File: src/rtl/cs_dec_pkg.sv
package cs_dec_pkg;

  localparam int N_EXT  = 8;
  localparam int N_SPD  = 4;
  localparam int SPD_LO = 4;

  typedef struct packed {
    logic [N_EXT-1:0] ext;
    logic             iram;
    logic             ioreg;
  } dest_t;

endpackage

File: src/rtl/cs_region_decode.sv
module cs_region_decode
  import cs_dec_pkg::*;
#(
  parameter int ADDR_W = 24
) (
  input  logic [ADDR_W-1:0] addr,
  input  logic              valid,
  input  logic [N_EXT-1:0]  region_en,
  input  logic              iram_off,
  output dest_t             dest
);

  localparam int BANK_W = ADDR_W - 16;
  localparam logic [BANK_W-1:0] Q1_BANK = {2'b01, {(BANK_W-2){1'b0}}};
  localparam logic [BANK_W-1:0] Q3_BANK = {2'b11, {(BANK_W-2){1'b0}}};

  logic [BANK_W-1:0] bank;
  logic [15:0]       off;
  logic b0, low_ram, io_page, io_c0, io_ram, io_c1;
  logic lower_half, upper_half, zone5, zone6, zone7;

  assign bank = addr[ADDR_W-1:16];
  assign off  = addr[15:0];

  always_comb begin
    b0         = (bank == '0);
    low_ram    = b0 && (off[15:9] == 7'd0);
    io_page    = b0 && (off[15:8] == 8'hDF);
    io_c0      = io_page && (off[7:5] == 3'b000);
    io_ram     = io_page && (off[7:6] == 2'b10);
    io_c1      = io_page && (off[7:6] == 2'b11);
    lower_half = b0 && !off[15];
    upper_half = b0 && off[15] && !io_page;
    zone5      = (bank < Q1_BANK);
    zone6      = !zone5 && (bank < Q3_BANK);
    zone7      = (bank >= Q3_BANK);
  end

  always_comb begin
    dest = '0;
    if (valid) begin
      if (io_page) begin
        if (io_ram)                       dest.iram   = 1'b1;
        else if (io_c0 && region_en[0])   dest.ext[0] = 1'b1;
        else if (io_c1 && region_en[1])   dest.ext[1] = 1'b1;
        else                              dest.ioreg  = 1'b1;
      end else if (low_ram && !iram_off)  dest.iram   = 1'b1;
      else if (lower_half && region_en[3]) dest.ext[3] = 1'b1;
      else if (upper_half && region_en[4]) dest.ext[4] = 1'b1;
      else if (zone5 && region_en[5])     dest.ext[5] = 1'b1;
      else if (zone6 && region_en[6])     dest.ext[6] = 1'b1;
      else if (zone7 && region_en[7])     dest.ext[7] = 1'b1;
    end
  end

endmodule

File: src/rtl/cs_speed_sel.sv
module cs_speed_sel
  import cs_dec_pkg::*;
(
  input  dest_t            dest,
  input  logic [N_SPD-1:0] spd_fast,
  input  logic             spd_rest_fast,
  input  logic             force_slow,
  output logic             slow
);

  logic [N_SPD-1:0] grp_slow;
  logic             rest_slow;
  logic             any_dest;

  for (genvar g = 0; g < N_SPD; g++) begin : g_grp
    assign grp_slow[g] = dest.ext[SPD_LO + g] && !spd_fast[g];
  end

  always_comb begin
    any_dest  = (|dest.ext) || dest.iram || dest.ioreg;
    rest_slow = ((|dest.ext[SPD_LO-1:0]) || dest.ioreg) && !spd_rest_fast;
    if (force_slow) slow = any_dest;
    else            slow = (|grp_slow) || rest_slow;
  end

endmodule

File: src/rtl/cs_wait_gen.sv
module cs_wait_gen #(
  parameter int WAIT_CYC = 3
) (
  input  logic clk,
  input  logic rst_n,
  input  logic valid,
  input  logic slow,
  output logic ready
);

  localparam int CW = (WAIT_CYC < 1) ? 1 : $clog2(WAIT_CYC + 1);
  localparam logic [CW-1:0] LAST = CW'(WAIT_CYC);

  logic [CW-1:0] cnt_q, cnt_d;
  logic          cnt_en;
  logic          slow_acc;

  assign slow_acc = valid && slow;
  assign ready    = !slow_acc || (cnt_q == LAST);

  always_comb begin
    cnt_en = slow_acc || (cnt_q != '0);
    if (slow_acc) cnt_d = (cnt_q == LAST) ? '0 : cnt_q + CW'(1);
    else          cnt_d = '0;
  end

  always_ff @(posedge clk or negedge rst_n) begin
    if (!rst_n)      cnt_q <= '0;
    else if (cnt_en) cnt_q <= cnt_d;
  end

  AST_FIRST_CYCLE_WAITS: assert property (@(posedge clk) disable iff (!rst_n)
    (slow_acc && !$past(slow_acc)) |-> !ready);

  AST_DONE_RESTARTS: assert property (@(posedge clk) disable iff (!rst_n)
    (slow_acc && ready) |=> (cnt_q == '0));

endmodule

File: src/rtl/prio_sel_decoder.sv
module prio_sel_decoder
  import cs_dec_pkg::*;
#(
  parameter int ADDR_W   = 24,
  parameter int WAIT_CYC = 3
) (
  input  logic              clk,
  input  logic              rst_n,
  input  logic [ADDR_W-1:0] acc_addr,
  input  logic              acc_valid,
  input  logic [N_EXT-1:0]  region_en,
  input  logic              iram_off,
  input  logic [N_SPD-1:0]  spd_fast,
  input  logic              spd_rest_fast,
  input  logic              force_slow,
  output logic [N_EXT-1:0]  cs_n,
  output logic              iram_sel,
  output logic              ioreg_sel,
  output logic              ready
);

  dest_t dest;
  logic  slow;

  cs_region_decode #(.ADDR_W(ADDR_W)) u_dec (
    .addr      (acc_addr),
    .valid     (acc_valid),
    .region_en (region_en),
    .iram_off  (iram_off),
    .dest      (dest)
  );

  cs_speed_sel u_spd (
    .dest          (dest),
    .spd_fast      (spd_fast),
    .spd_rest_fast (spd_rest_fast),
    .force_slow    (force_slow),
    .slow          (slow)
  );

  cs_wait_gen #(.WAIT_CYC(WAIT_CYC)) u_wait (
    .clk   (clk),
    .rst_n (rst_n),
    .valid (acc_valid),
    .slow  (slow),
    .ready (ready)
  );

  assign cs_n      = ~dest.ext;
  assign iram_sel  = dest.iram;
  assign ioreg_sel = dest.ioreg;

  AST_IDLE_QUIET: assert property (@(posedge clk) disable iff (!rst_n)
    !acc_valid |-> (&cs_n && !iram_sel && !ioreg_sel));

  AST_ONE_DEST: assert property (@(posedge clk) disable iff (!rst_n)
    $countones({~cs_n, iram_sel, ioreg_sel}) <= 1);

  AST_FAST_READY: assert property (@(posedge clk) disable iff (!rst_n)
    (acc_valid && !slow) |-> ready);

  AST_CS3_OVER_CS5: assert property (@(posedge clk) disable iff (!rst_n)
    (acc_valid && region_en[3] && acc_addr[ADDR_W-1:15] == '0 &&
     (iram_off || acc_addr[14:9] != '0)) |-> (!cs_n[3] && cs_n[5]));

endmodule

File: config.mk
export PLATFORM = sky130hd
export DESIGN_NAME = prio_sel_decoder
export DESIGN_NICKNAME = d
export VERILOG_FILES = /design/src/rtl/cs_dec_pkg.sv /design/src/rtl/cs_region_decode.sv /design/src/rtl/cs_speed_sel.sv /design/src/rtl/cs_wait_gen.sv /design/src/rtl/prio_sel_decoder.sv
export SDC_FILE = /design/constraint.sdc
export NUM_CORES = 1
export LEC_CHECK = 0
export CORE_AREA = 2 2 45 47
export CTS_BUF_LIST = sky130_fd_sc_hd__clkbuf_8
export CTS_CLUSTER_DIAMETER = 120
export DETAILED_ROUTE_END_ITERATION = 8
export DIE_AREA = 0 0 47 49
export PLACE_DENSITY = 0.78
export SYNTH_ARGS = -nofsm -noshare
export SYNTH_HDL_FRONTEND = slang
export SYNTH_SLANG_ARGS = --single-unit
File: constraint.sdc
create_clock -name clk -period 2.8 [get_ports clk]
set_input_delay 0.56 -clock clk [delete_from_list [all_inputs] [get_ports clk]]
set_output_delay 0.56 -clock clk [all_outputs]
set_load 0.005 [all_outputs]
==> load_flow_metrics.sql, run 1 <==
INSERT INTO impl_metrics (metric_group, metric, value, unit) VALUES
('route', 'drtIter0Drc', '10', ''),
('floorplanning', 'initial_core_util', '26.43', '%'),
('synth', 'yosys_most_used_dff', 'sky130_fd_sc_hd__dfrtp_1', ''),
('cells_and_area', 'layout-area-overhead-vs-synth', '154.2', '%'),
('clock_tree', 'cts_buffers', '3', ''),
('synth', 'average_instance_area_after_synthesis', '6.953', 'um2'),
('timing', 'setup_viol', '0', ''),
('status', 'run_status', 'finished, final reports clean', ''),
('global_routing', 'maximum_number_of_pins_on_one_net_before_global_route_repair', '6', ''),
('floorplanning', 'placeableCoreArea', '1842', 'um2'),
('cells_and_area', 'diodes', '0', ''),
('global_routing', 'grtUsageTotal', '17.85', '%'),
('clock_tree', 'clock_insertion_delay_worst_skew', '210', 'ps'),
('timing', 'drv_slew', '0', ''),
('clock_tree', 'clk_transition_reported_paths', '30', 'ps'),
('cells_and_area', 'largest_register_ffs', '2', ''),
('timing', 'final.setup.tns', '0', 'ps'),
('critical_path', 'critPathKind', 'input port to output pin', ''),
('placed_design', 'finalWeightedCongestion', '0.7672', ''),
('hold_path', 'hp-class', 'input port to asynchronous set/reset pin', ''),
('placed_design', 'place.detailed.hpwl', '1.505', 'mm'),
('floorplanning', 'fp-row-count', '16', ''),
('synth', 'multiplexer_share_of_the_synthesized_area', '6.427', '%'),
('route', 'num_vias', '785', ''),
('synth', 'synth_compound_gate_area_share', '20.57', '%'),
('floorplanning', 'die-height', '49', 'um'),
('timing', 'timing.fmax', '365.7', 'MHz'),
('cells_and_area', 'register_area', '50.05', 'um2'),
('cells_and_area', 'fin_nets', '184', ''),
('cells_and_area', 'largest_registers_in_the_final_layout', 'u_wait.cnt_q x2', ''),
('timing', 'final_hold_viol_count', '0', ''),
('placed_design', 'place_inst', '150', ''),
('clock_tree', 'cts_num_sinks', '2', ''),
('synth', 'synth_top_family_by_area', 'simple AND/OR/NAND/NOR gates', ''),
('critical_path', 'worst-endpoint-arrival', '2170', 'ps'),
('cells_and_area', 'largest_register_by_flop_count', 'u_wait.cnt_q', ''),
('synth', 'synth_edf_count', '0', ''),
('cells_and_area', 'layout-drive-gt1-share', '35.29', '%'),
('critical_path', 'worst_r2r_endpoint', 'u_wait.cnt_q[0]$_DFFE_PN0P_', ''),
('synth', 'synthXorXnorAreaFrac', '0', '%'),
('timing', 'finClkSkew', '0.9391', 'ps'),
('timing', 'fin_ws', '65.84', 'ps'),
('route', 'drtPass1Iterations', '4', ''),
('timing', 'fin_hold_ws', '513.6', 'ps'),
('critical_path', 'r2r_cells', '3', ''),
('clock_tree', 'clock_buffer_depth', '2', ''),
('global_routing', 'first_global_vias', '809', ''),
('global_routing', 'grt_pass1_wl', '3.049', 'mm'),
('synth', 'netlist_instances', '70', ''),
('synth', 'ys_seq_area_share', '10.28', '%'),
('pwr', 'peakVddDrop', '0.4135', 'mV'),
('critical_path', 'critPathCaptureType', 'output pin', ''),
('route', 'vias_per_cell', '4.816', ''),
('synth', 'syn-num-nets', '116', ''),
('clock_tree', 'cts_tree', 'done', ''),
('cells_and_area', 'finish.cell_count_without_fillers', '163', ''),
('flow_run', 'maxCapViolCount', '0', ''),
('route', 'totalWireLength', '2.042', 'mm'),
('floorplanning', 'floorplan.die.width', '47', 'um'),
('route', 'drc', '0', ''),
('pwr', 'total_power', '0.3030', 'mW'),
('timing', 'fin_crit_sh', '97.65', '%'),
('critical_path', 'cp_data_required_time', '2240', 'ps'),
('placed_design', 'placement.io_buffers', '45', ''),
('cells_and_area', 'fin_area', '1237', 'um2'),
('synth', 'synth_cell_types', '36', ''),
('pwr', 'power.density_cell_area', '244.9', 'nW/um2'),
('clock_tree', 'clock-root-buffer', 'sky130_fd_sc_hd__clkbuf_8', ''),
('critical_path', 'crit-reg2reg-launch', 'u_wait.cnt_q[0]$_DFFE_PN0P_', ''),
('cells_and_area', 'num-fill-cells', '163', ''),
('synth', 'synthSimpleGateAreaFrac', '44.73', '%');
-- layout by cell type, fill, tap and decap left out, drive strengths merged, types with 3 or more instances in the layout --
cell           netlist  layout
a21oi                3       3
buf                  1      21
clkbuf               0       6
clkdlybuf4s50        0      20
dlygate4sd2          0      10
dlymetal6s2s         0       9
ha                   4       4
inv                  7       7
nand2                8       8
nand3                3       3
nand4                5       5
nor2                 5       5
or2                  4       4
-- synth_stat cells, drive strengths merged, types with 3 or more instances --
| cell type | instances |
|---|---|
| nand4 | 5 |
| nor2 | 5 |
| nand3 | 3 |
| or2 | 4 |
| ha | 4 |
| inv | 7 |
| nand2 | 8 |
| a21oi | 3 |
-- cells by family after synthesis --
logic type               Yosys count
multiplexers                       3
buffers and inverters              8
adder cells (fa/ha/maj)            4
flip-flops                         2
AND/OR/NAND/NOR                   39
other                              1
AO/OA/AOI/OAI                     13
-- timing repair --
action | 4_1_cts | 5_1_grt
setup buffers | 8 | 2
hold buffers | 0 | 0
endpoints found under the hold margin | 0 | 0
pin swaps | 14 | 12
gates resized for setup | 32 | 26
setup endpoints to repair | 10 | 6
-- metal layers --
layer  wire (um)  GRT usage [%]  vias up
met4          48          10.65        0
met5           0              0        -
met2        1089          30.59       30
met3         129          3.333        6
li1            -              -      388
met1         774          19.02      361
-- area by class of cell --
class	count	share of cell area [%]
multi-input combinational	60	41.05
inverter	7	2.123
timing repair buffer	64	46.71
tap	27	2.730
sequential	2	4.044
clock buffer	3	3.337
-- how the worst max path moves through the flow --
stage                  from    end  depth (start not counted)
6_report       acc_addr[14]  ready                          8
5_1_grt        region_en[4]  ready                          8
4_1_cts        acc_addr[16]  ready                         10
3_5_place_dp   acc_addr[14]  ready                          8
3_3_place_gp   acc_addr[14]  ready                          8
2_1_floorplan  acc_addr[10]  ready                          6
-- where the power goes --
| part | switching [mW] | total [mW] | internal [mW] |
|---|---|---|---|
| registers | 0.00714 | 0.0451 | 0.0380 |
| logic | 0.0593 | 0.146 | 0.0868 |
| clock network | 0.0211 | 0.112 | 0.0908 |
| total | 0.0875 | 0.303 | 0.215 |
-- critical path, cell delays in order --
cell	delay, ps
sky130_fd_sc_hd__dlymetal6s2s_1	130
sky130_fd_sc_hd__or4_4	580
sky130_fd_sc_hd__o21ai_4	220
sky130_fd_sc_hd__a31oi_4	110
sky130_fd_sc_hd__a211oi_2	240
sky130_fd_sc_hd__o211ai_2	110
sky130_fd_sc_hd__nand2b_1	110
sky130_fd_sc_hd__buf_2	120
No activity file was read; power rests on OpenSTA's default activity.
==> run 2, diff against run 1 <==
- CTS_CLUSTER_SIZE: unset -> 16
==> results of run 2 <==
Final layout, timing and power as in run 1 (identical DEF).
==> run 3, diff against run 2 <==
- HOLD_SLACK_MARGIN: unset -> 0.15
==> results of run 3 <==
Final layout, timing and power as in run 1 (identical DEF).
